## config.mk

```make
export PLATFORM = sky130hd
export DESIGN_NAME = pulse_trim_divider
export DESIGN_NICKNAME = d
export VERILOG_FILES = /design/src/rtl/pulse_trim_pkg.sv /design/src/rtl/trim_counter_dp.sv /design/src/rtl/trim_ctrl.sv /design/src/rtl/pulse_trim_divider.sv
export SDC_FILE = /design/constraint.sdc
export NUM_CORES = 1
export LEC_CHECK = 0
export BUFFER_PORTS_ARGS = -buffer_cell sky130_fd_sc_hd__clkbuf_2
export CELL_PAD_IN_SITES_DETAIL_PLACEMENT = 1
export CELL_PAD_IN_SITES_GLOBAL_PLACEMENT = 2
export CORE_AREA = 2 2 68 64
export CTS_BUF_LIST = sky130_fd_sc_hd__clkbuf_16
export DETAILED_ROUTE_END_ITERATION = 8
export DIE_AREA = 0 0 70 66
export PLACE_DENSITY_LB_ADDON = 0.1
export SYNTH_ARGS = -nofsm -noshare
export SYNTH_HDL_FRONTEND = slang
export SYNTH_SLANG_ARGS = --single-unit
export TNS_END_PERCENT = 5
```

## constraint.sdc

```tcl
create_clock -name clk -period 2.7 [get_ports clk]
set_input_delay 0.405 -clock clk [delete_from_list [all_inputs] [get_ports clk]]
set_output_delay 0.405 -clock clk [all_outputs]
set_load 0.01 [all_outputs]
```

## src/rtl/pulse_trim_pkg.sv

```systemverilog
package pulse_trim_pkg;

  // Strobes from control to datapath
  typedef struct packed {
    logic advance;  // one oscillator tick counted
    logic wrap;     // second complete: clear count, latch code
  } trimStrobe_t;

  typedef enum logic [1:0] {
    SEL_RAW  = 2'd0,
    SEL_SEC  = 2'd1,
    SEL_FAST = 2'd2,
    SEL_OFF  = 2'd3
  } tapSel_e;

endpackage

```

## src/rtl/trim_counter_dp.sv

```systemverilog
module trim_counter_dp
  import pulse_trim_pkg::*;
#(
  parameter int NOM_CYCLES = 32768,
  parameter int MAX_STEPS  = 10,
  parameter int TRIM_W     = 6,
  parameter int FAST_DIV   = 8
) (
  input  logic                     clk,
  input  logic                     rstN,
  input  logic signed [TRIM_W-1:0] trimCode,
  input  trimStrobe_t              strb,
  output logic                     lastCycle,
  output logic                     fastHit
);

  localparam int CNT_W    = $clog2(NOM_CYCLES + MAX_STEPS + 1);
  localparam int FAST_LOG = (FAST_DIV > 1) ? $clog2(FAST_DIV) : 1;
  localparam logic [CNT_W-1:0] NOM_LAST = CNT_W'(NOM_CYCLES - 1);
  localparam logic signed [TRIM_W-1:0] POS_LIM = TRIM_W'(MAX_STEPS);
  localparam logic signed [TRIM_W-1:0] NEG_LIM = -POS_LIM;

  logic [CNT_W-1:0]         tickCnt;
  logic signed [TRIM_W-1:0] codeReg;
  logic signed [TRIM_W-1:0] satCode;
  logic [CNT_W-1:0]         lastIdx;

  always_comb begin
    if (trimCode > POS_LIM)      satCode = POS_LIM;
    else if (trimCode < NEG_LIM) satCode = NEG_LIM;
    else                         satCode = trimCode;
  end

  // Index of the final tick of the current second (modular sign extension)
  assign lastIdx   = NOM_LAST - {{(CNT_W-TRIM_W){codeReg[TRIM_W-1]}}, codeReg};
  assign lastCycle = (tickCnt == lastIdx);

  generate
    if (FAST_DIV > 1) begin : g_fastDiv
      assign fastHit = (tickCnt[FAST_LOG-1:0] == {FAST_LOG{1'b1}});
    end else begin : g_fastAll
      assign fastHit = 1'b1;
    end
  endgenerate

  always_ff @(posedge clk or negedge rstN) begin
    if (!rstN) begin
      tickCnt <= '0;
      codeReg <= '0;
    end else if (strb.wrap) begin
      tickCnt <= '0;
      codeReg <= satCode;
    end else if (strb.advance) begin
      tickCnt <= tickCnt + 1'b1;
    end
  end

endmodule

```

## src/rtl/trim_ctrl.sv

```systemverilog
module trim_ctrl
  import pulse_trim_pkg::*;
(
  input  logic        clk,
  input  logic        rstN,
  input  logic        oscTick,
  input  logic [1:0]  outSel,
  input  logic        lastCycle,
  input  logic        fastHit,
  output trimStrobe_t strb,
  output logic        secTick,
  output logic        freqOut
);

  logic    tapNext;
  tapSel_e tapSel;

  assign tapSel       = tapSel_e'(outSel);
  assign strb.advance = oscTick;
  assign strb.wrap    = oscTick & lastCycle;

  always_comb begin
    unique case (tapSel)
      SEL_RAW:  tapNext = oscTick;
      SEL_SEC:  tapNext = strb.wrap;
      SEL_FAST: tapNext = oscTick & (fastHit | lastCycle);
      default:  tapNext = 1'b0;
    endcase
  end

  always_ff @(posedge clk or negedge rstN) begin
    if (!rstN) begin
      secTick <= 1'b0;
      freqOut <= 1'b0;
    end else begin
      secTick <= strb.wrap;
      freqOut <= tapNext;
    end
  end

endmodule

```

## src/rtl/pulse_trim_divider.sv

```systemverilog
module pulse_trim_divider
  import pulse_trim_pkg::*;
#(
  parameter int NOM_CYCLES = 32768,
  parameter int MAX_STEPS  = 10,
  parameter int TRIM_W     = 6,
  parameter int FAST_DIV   = 8
) (
  input  logic                     clk,
  input  logic                     rstN,
  input  logic                     oscTick,
  input  logic signed [TRIM_W-1:0] trimCode,
  input  logic [1:0]               outSel,
  output logic                     secTick,
  output logic                     freqOut
);

  trimStrobe_t strb;
  logic        lastCycle;
  logic        fastHit;

  trim_ctrl u_ctrl (
    .clk       (clk),
    .rstN      (rstN),
    .oscTick   (oscTick),
    .outSel    (outSel),
    .lastCycle (lastCycle),
    .fastHit   (fastHit),
    .strb      (strb),
    .secTick   (secTick),
    .freqOut   (freqOut)
  );

  trim_counter_dp #(
    .NOM_CYCLES (NOM_CYCLES),
    .MAX_STEPS  (MAX_STEPS),
    .TRIM_W     (TRIM_W),
    .FAST_DIV   (FAST_DIV)
  ) u_dp (
    .clk       (clk),
    .rstN      (rstN),
    .trimCode  (trimCode),
    .strb      (strb),
    .lastCycle (lastCycle),
    .fastHit   (fastHit)
  );

endmodule

```

Yosys cells after proc, flatten, opt, wreduce, memory -nomap -nowiden:

Cells that the tools add are included.
Widths: inputs -> output; s select.

* memory bits (read-only): 0
* word-level logic and storage cells: 22
* flip-flop bits (word level): 24
* bits in latches: 0
* memories: 0
* bits in writable memories: 0

* reductions and logical operators: 2
* shift operators: 0
* eq/ne operators: 4
* div/mod/pow operators: 0
* order comparisons: 2
* mux-type cells: 5
* $add $sub $neg: 2
* bitwise operators: 3
* $mul: 0

Operator list (number)
* $mux 16: 2
* $add 16x1->16 const B: 1
* $eq 16x16->1: 1
* $sub 15x16->16 const A: 1
* $mux 6: 2
* $gt 6x5->1 const B: 1
* $lt 6x5->1 const B: 1
* $eq 3x3->1 const B: 1
* $pmux 1 s3: 1
* $and 1x1->1: 2
* $eq 2x1->1 const B: 1
* $eq 2x2->1 const B: 1
* $logic_not 2->1: 1
* $reduce_bool 2->1: 1
* $or 1x1->1: 1

Longest topological paths before layout:

* word-level depth: 5
* depth in mapped cells: 6

Cells and area by module:

From an unflattened synthesis, not the netlist that was laid out.

* cells, all modules: 137
* area, all modules: 1313.8 um^2

Modules (own cells, without submodules)
* trim_counter_dp: instances 1, cells an instance 129, area an instance 1227.4 um^2, sequential area each 550.5 um^2
* trim_ctrl: instances 1, cells an instance 8, area an instance 86.3 um^2, sequential area each 50.0 um^2

Worst setup path after synthesis:

OpenSTA, ideal clock, no wires.

* kind: reg2reg
* start: register u_dp.tickCnt[6]
* end: register u_dp.codeReg[4]
* path slack: 0.674 ns
* arrival: 1.901 ns
* cell stages (with the launch flop): 6
* clock period less this slack: 2.026 ns
* path through: dfrtp_1 -> buf_2 -> nor4_2 -> nand4_1 -> a2111oi_4 -> mux2_2

* cells in the longest elaborated chain, start to end: 2

RTL lines
* from (decl): RTL line trim_counter_dp.sv:23 `logic [CNT_W-1:0] tickCnt;`
* from (signal assigned): RTL line trim_counter_dp.sv:54 `tickCnt <= tickCnt + 1'b1;`
* $eq 16x16->1: RTL line trim_counter_dp.sv:36 `assign lastCycle = (tickCnt == lastIdx);`
* $and 1x1->1: RTL line trim_ctrl.sv:20 `assign strb.wrap = oscTick & lastCycle;`
* to (signal assigned): RTL line trim_counter_dp.sv:52 `codeReg <= satCode;`
* to (decl): RTL line trim_counter_dp.sv:24 `logic signed [TRIM_W-1:0] codeReg;`

No other way between the ends.
A chain may end at the register's enable or synchronous reset.

Final worst setup path:

* start: register u_dp.tickCnt[11]
* end: register u_dp.codeReg[5]

The elaborated chain is that of the path after synthesis.

==> run summary <==
status: completed
initial DRC count: 64
initial core utilization: 0.354
Yosys top cell by area: dfrtp_1
num ports: 13
flops & latches, synth: 24
Startpoint Class: flop
Max Cap Viol: 0
LEAKAGE: 0.712 nW
fillcell total: 456
Most Used Layer, Global Route: met2
CTS tree: yes
most numerous cell in the Yosys netlist: dfrtp_1
crit path max fanout: 12
GRT Residual Overflow: 0
Synth Warn #: 0
Mapped Area: 1380 sq um
CP peak stage delay: 0.46 ns
period utilization: 0.780
Fin Hold WS: 0.155 ns
Post-synth EDFFs: 0
final WL: 3.35 mm
Synth top cells by count: dfrtp_1, nand2_1, nor2_1
Syn Nets: 158
clock insertion delay at the later pin of the skew report: 0.26 ns
DIE AREA: 4620 sq um
total CTS buffers: 3
Fin Setup TNS: 0 ns
FP Rows: 22
WP buf/inv: 1
WP data required: 2.84 ns
Worst VDD drop: 0.371 mV
detailed-route wire length per cell: 16.2 um
initial antenna violation count: 0
ANT cells: 0
ys async rst share: 1.00
PD cells: 614 nW/um^2
fin nets: 174
final setup margin: 0.595 ns
arrival time worst endpoint: 2.25 ns
Placer Congestion: 0.777
Global Route Usage Sum: 0.155
M3 GR Usage: 0.0366
postcts setup bufs: 0
Via density: 5.39
Final Core Density: 0.413
fraction of layout cells with a size suffix above 1: 0.195
slowest cell on the critical path: dfrtp_1
crit-path leading delay family: simple AND/OR/NAND/NOR gates
Min-Delay Path Class: input port to asynchronous set/reset pin
die width: 70 um
Pins Over Slew Limit: 0
Post-synth top flop: dfrtp_1
Max clock buf depth: 2
PostCTS Resize Cnt: 0
CP cell instances: nor4b_1, nand4_1, a2111oi_4, buf_4, mux2_2
synth unique cells: 37
largest net degree at the start of global routing: 25
WS Path Type: flop to flop
DR DRC count: 0
Synth-to-Final Area Change: 16.7%
Pre-Repair DR Iteration Count: 4
worst clock skew: 0.00258 ns
clock-pin transition on the worst setup and hold timing paths: 0.07 ns
# setup viols final: 0
detailed placer's ending HPWL: 2.44 mm
Yosys top cell area share: 0.434
CTS Hold Buffers Added: 0
root buf cell: clkbuf_16
Slew Limit Headroom: 0.572
Setup crit end kind: flop
port bufs: 12
first-pass GRT wire length: 5.65 mm
pre-CTS WS: 0.599 ns
synthesized area per cell: 9.61 sq um
chip height: 66 um
Max Clock Freq: 475 MHz
unrepaired setup endpoints after global routing: false
Final ANT Viol Nets: 0
Pwr Total: 0.992 mW
fin crit period: 2.10 ns
Worst Tran Pin Value: 0.642 ns
M1 GR Usage: 0.186
hold violation total from the final report: 0
routed vias: 1115
H-Tree Depth: 1
sequential cell area fraction in the yosys report: 0.434
core area: 3910 sq um
Synth Instances: 144
number of global-route vias before repair: 1191
M2 GR Usage: 0.286
Area contributors post-synth: dfrtp_1, xnor2_1, xor2_1
clock sink count: 24
## worst reg2reg max path, cell delays in order, from the launching register on
cell and delay (ns):
dfrtp_1 0.46, nor4b_1 0.33, nand4_1 0.19, a2111oi_4 0.40, buf_4 0.26, mux2_2 0.36
## worst paths after layout
kind / start / endpoint / slack [ns] / depth (start not counted)
worst min-delay path: rstN / u_dp.tickCnt[10] / 0.16 / 1
min in group clk: outSel[0] / u_ctrl.freqOut / 0.44 / 3
worst max register to register: u_dp.tickCnt[11] / u_dp.codeReg[5] / 0.60 / 5
worst max-delay path: u_dp.tickCnt[11] / u_dp.codeReg[5] / 0.60 / 5
worst min register to register: u_dp.codeReg[1] / u_dp.codeReg[1] / 0.54 / 1
max in group asynchronous: rstN / u_dp.tickCnt[5] / 2.12 / 1
## placed cells by master (no fill, tap or decap)
| cell type | netlist | final |
|---|---|---|
| mux2_2 | 5 | 5 |
| mux2i_1 | 1 | 1 |
| a211oi_1 | 1 | 1 |
| xnor2_1 | 7 | 7 |
| bufinv_16 | 0 | 1 |
| or4_1 | 2 | 2 |
| o211ai_1 | 1 | 1 |
| clkbuf_2 | 2 | 12 |
| nor2_1 | 13 | 13 |
| nor2b_1 | 1 | 1 |
| clkbuf_16 | 0 | 3 |
| nand2b_1 | 2 | 2 |
| a21o_1 | 1 | 1 |
| xor2_1 | 7 | 7 |
| o2bb2ai_1 | 3 | 3 |
| nand3_1 | 6 | 6 |
| nor4_1 | 3 | 3 |
| nor4b_1 | 3 | 3 |
| nand2_1 | 13 | 13 |
| or3_1 | 4 | 4 |
| dfrtp_1 | 24 | 24 |
| nor3_1 | 3 | 3 |
| o22ai_1 | 1 | 1 |
| a2111oi_4 | 1 | 1 |
| o21ai_0 | 3 | 3 |
| and4_1 | 1 | 1 |
| buf_4 | 0 | 4 |
| ha_1 | 3 | 3 |
| nor4_2 | 1 | 1 |
| a21oi_1 | 7 | 7 |
| nor3b_1 | 1 | 1 |
| o31ai_1 | 1 | 1 |
| nand4_1 | 7 | 7 |
| and3_1 | 1 | 1 |
| or2_2 | 4 | 4 |
| and4b_1 | 1 | 1 |
| o211a_1 | 1 | 1 |
| inv_1 | 6 | 6 |
## state kept, by name (all words and copies together), names as in the netlist
register / count
u_dp.tickCnt: 16
u_ctrl.secTick: 1
u_dp.codeReg: 6
u_ctrl.freqOut: 1
## report_power, final
part	total (mW)	switching, mW	internal [mW]
clock network	0.430	0.135	0.295
registers	0.438	0.0475	0.391
logic	0.124	0.0662	0.0575
total	0.992	0.249	0.743
## per-layer routing
layer | part of all wire | wire (um)
met1 | 0.46 | 1530
met5 | 0 | 0
met2 | 0.52 | 1730
met3 | 0.021 | 70
met4 | 0.0042 | 14
## cells by family after synthesis
group           count (synthesis)  share of synthesized area
buf+inv                        11                     0.0335
compound gates                 20                      0.109
xor+xnor                       14                     0.0886
simple gates                   66                      0.260
fa+ha+maj                       3                     0.0271
flops                          24                      0.434
mux                             6                     0.0479
## area by class of cell
cell class / count / area [sq um] / area share
Clock inverter: 1 / 30.0 / 0.0186
Tap cell: 48 / 60.1 / 0.0372
Clock buffer: 3 / 75.1 / 0.0465
Multi-Input combinational cell: 109 / 737 / 0.456
Sequential cell: 24 / 601 / 0.372
Timing Repair Buffer: 16 / 90.1 / 0.0558
Inverter: 6 / 22.5 / 0.0139
## per-stage QoR
step	instance area [sq um]	instances
5_1_grt	1620	207
4_1_cts	1620	207
3_5_place_dp	1510	203
2_1_floorplan	1380	144
6_report	1620	207
3_3_place_gp	1510	203
Power figures use the tool's default switching activity.
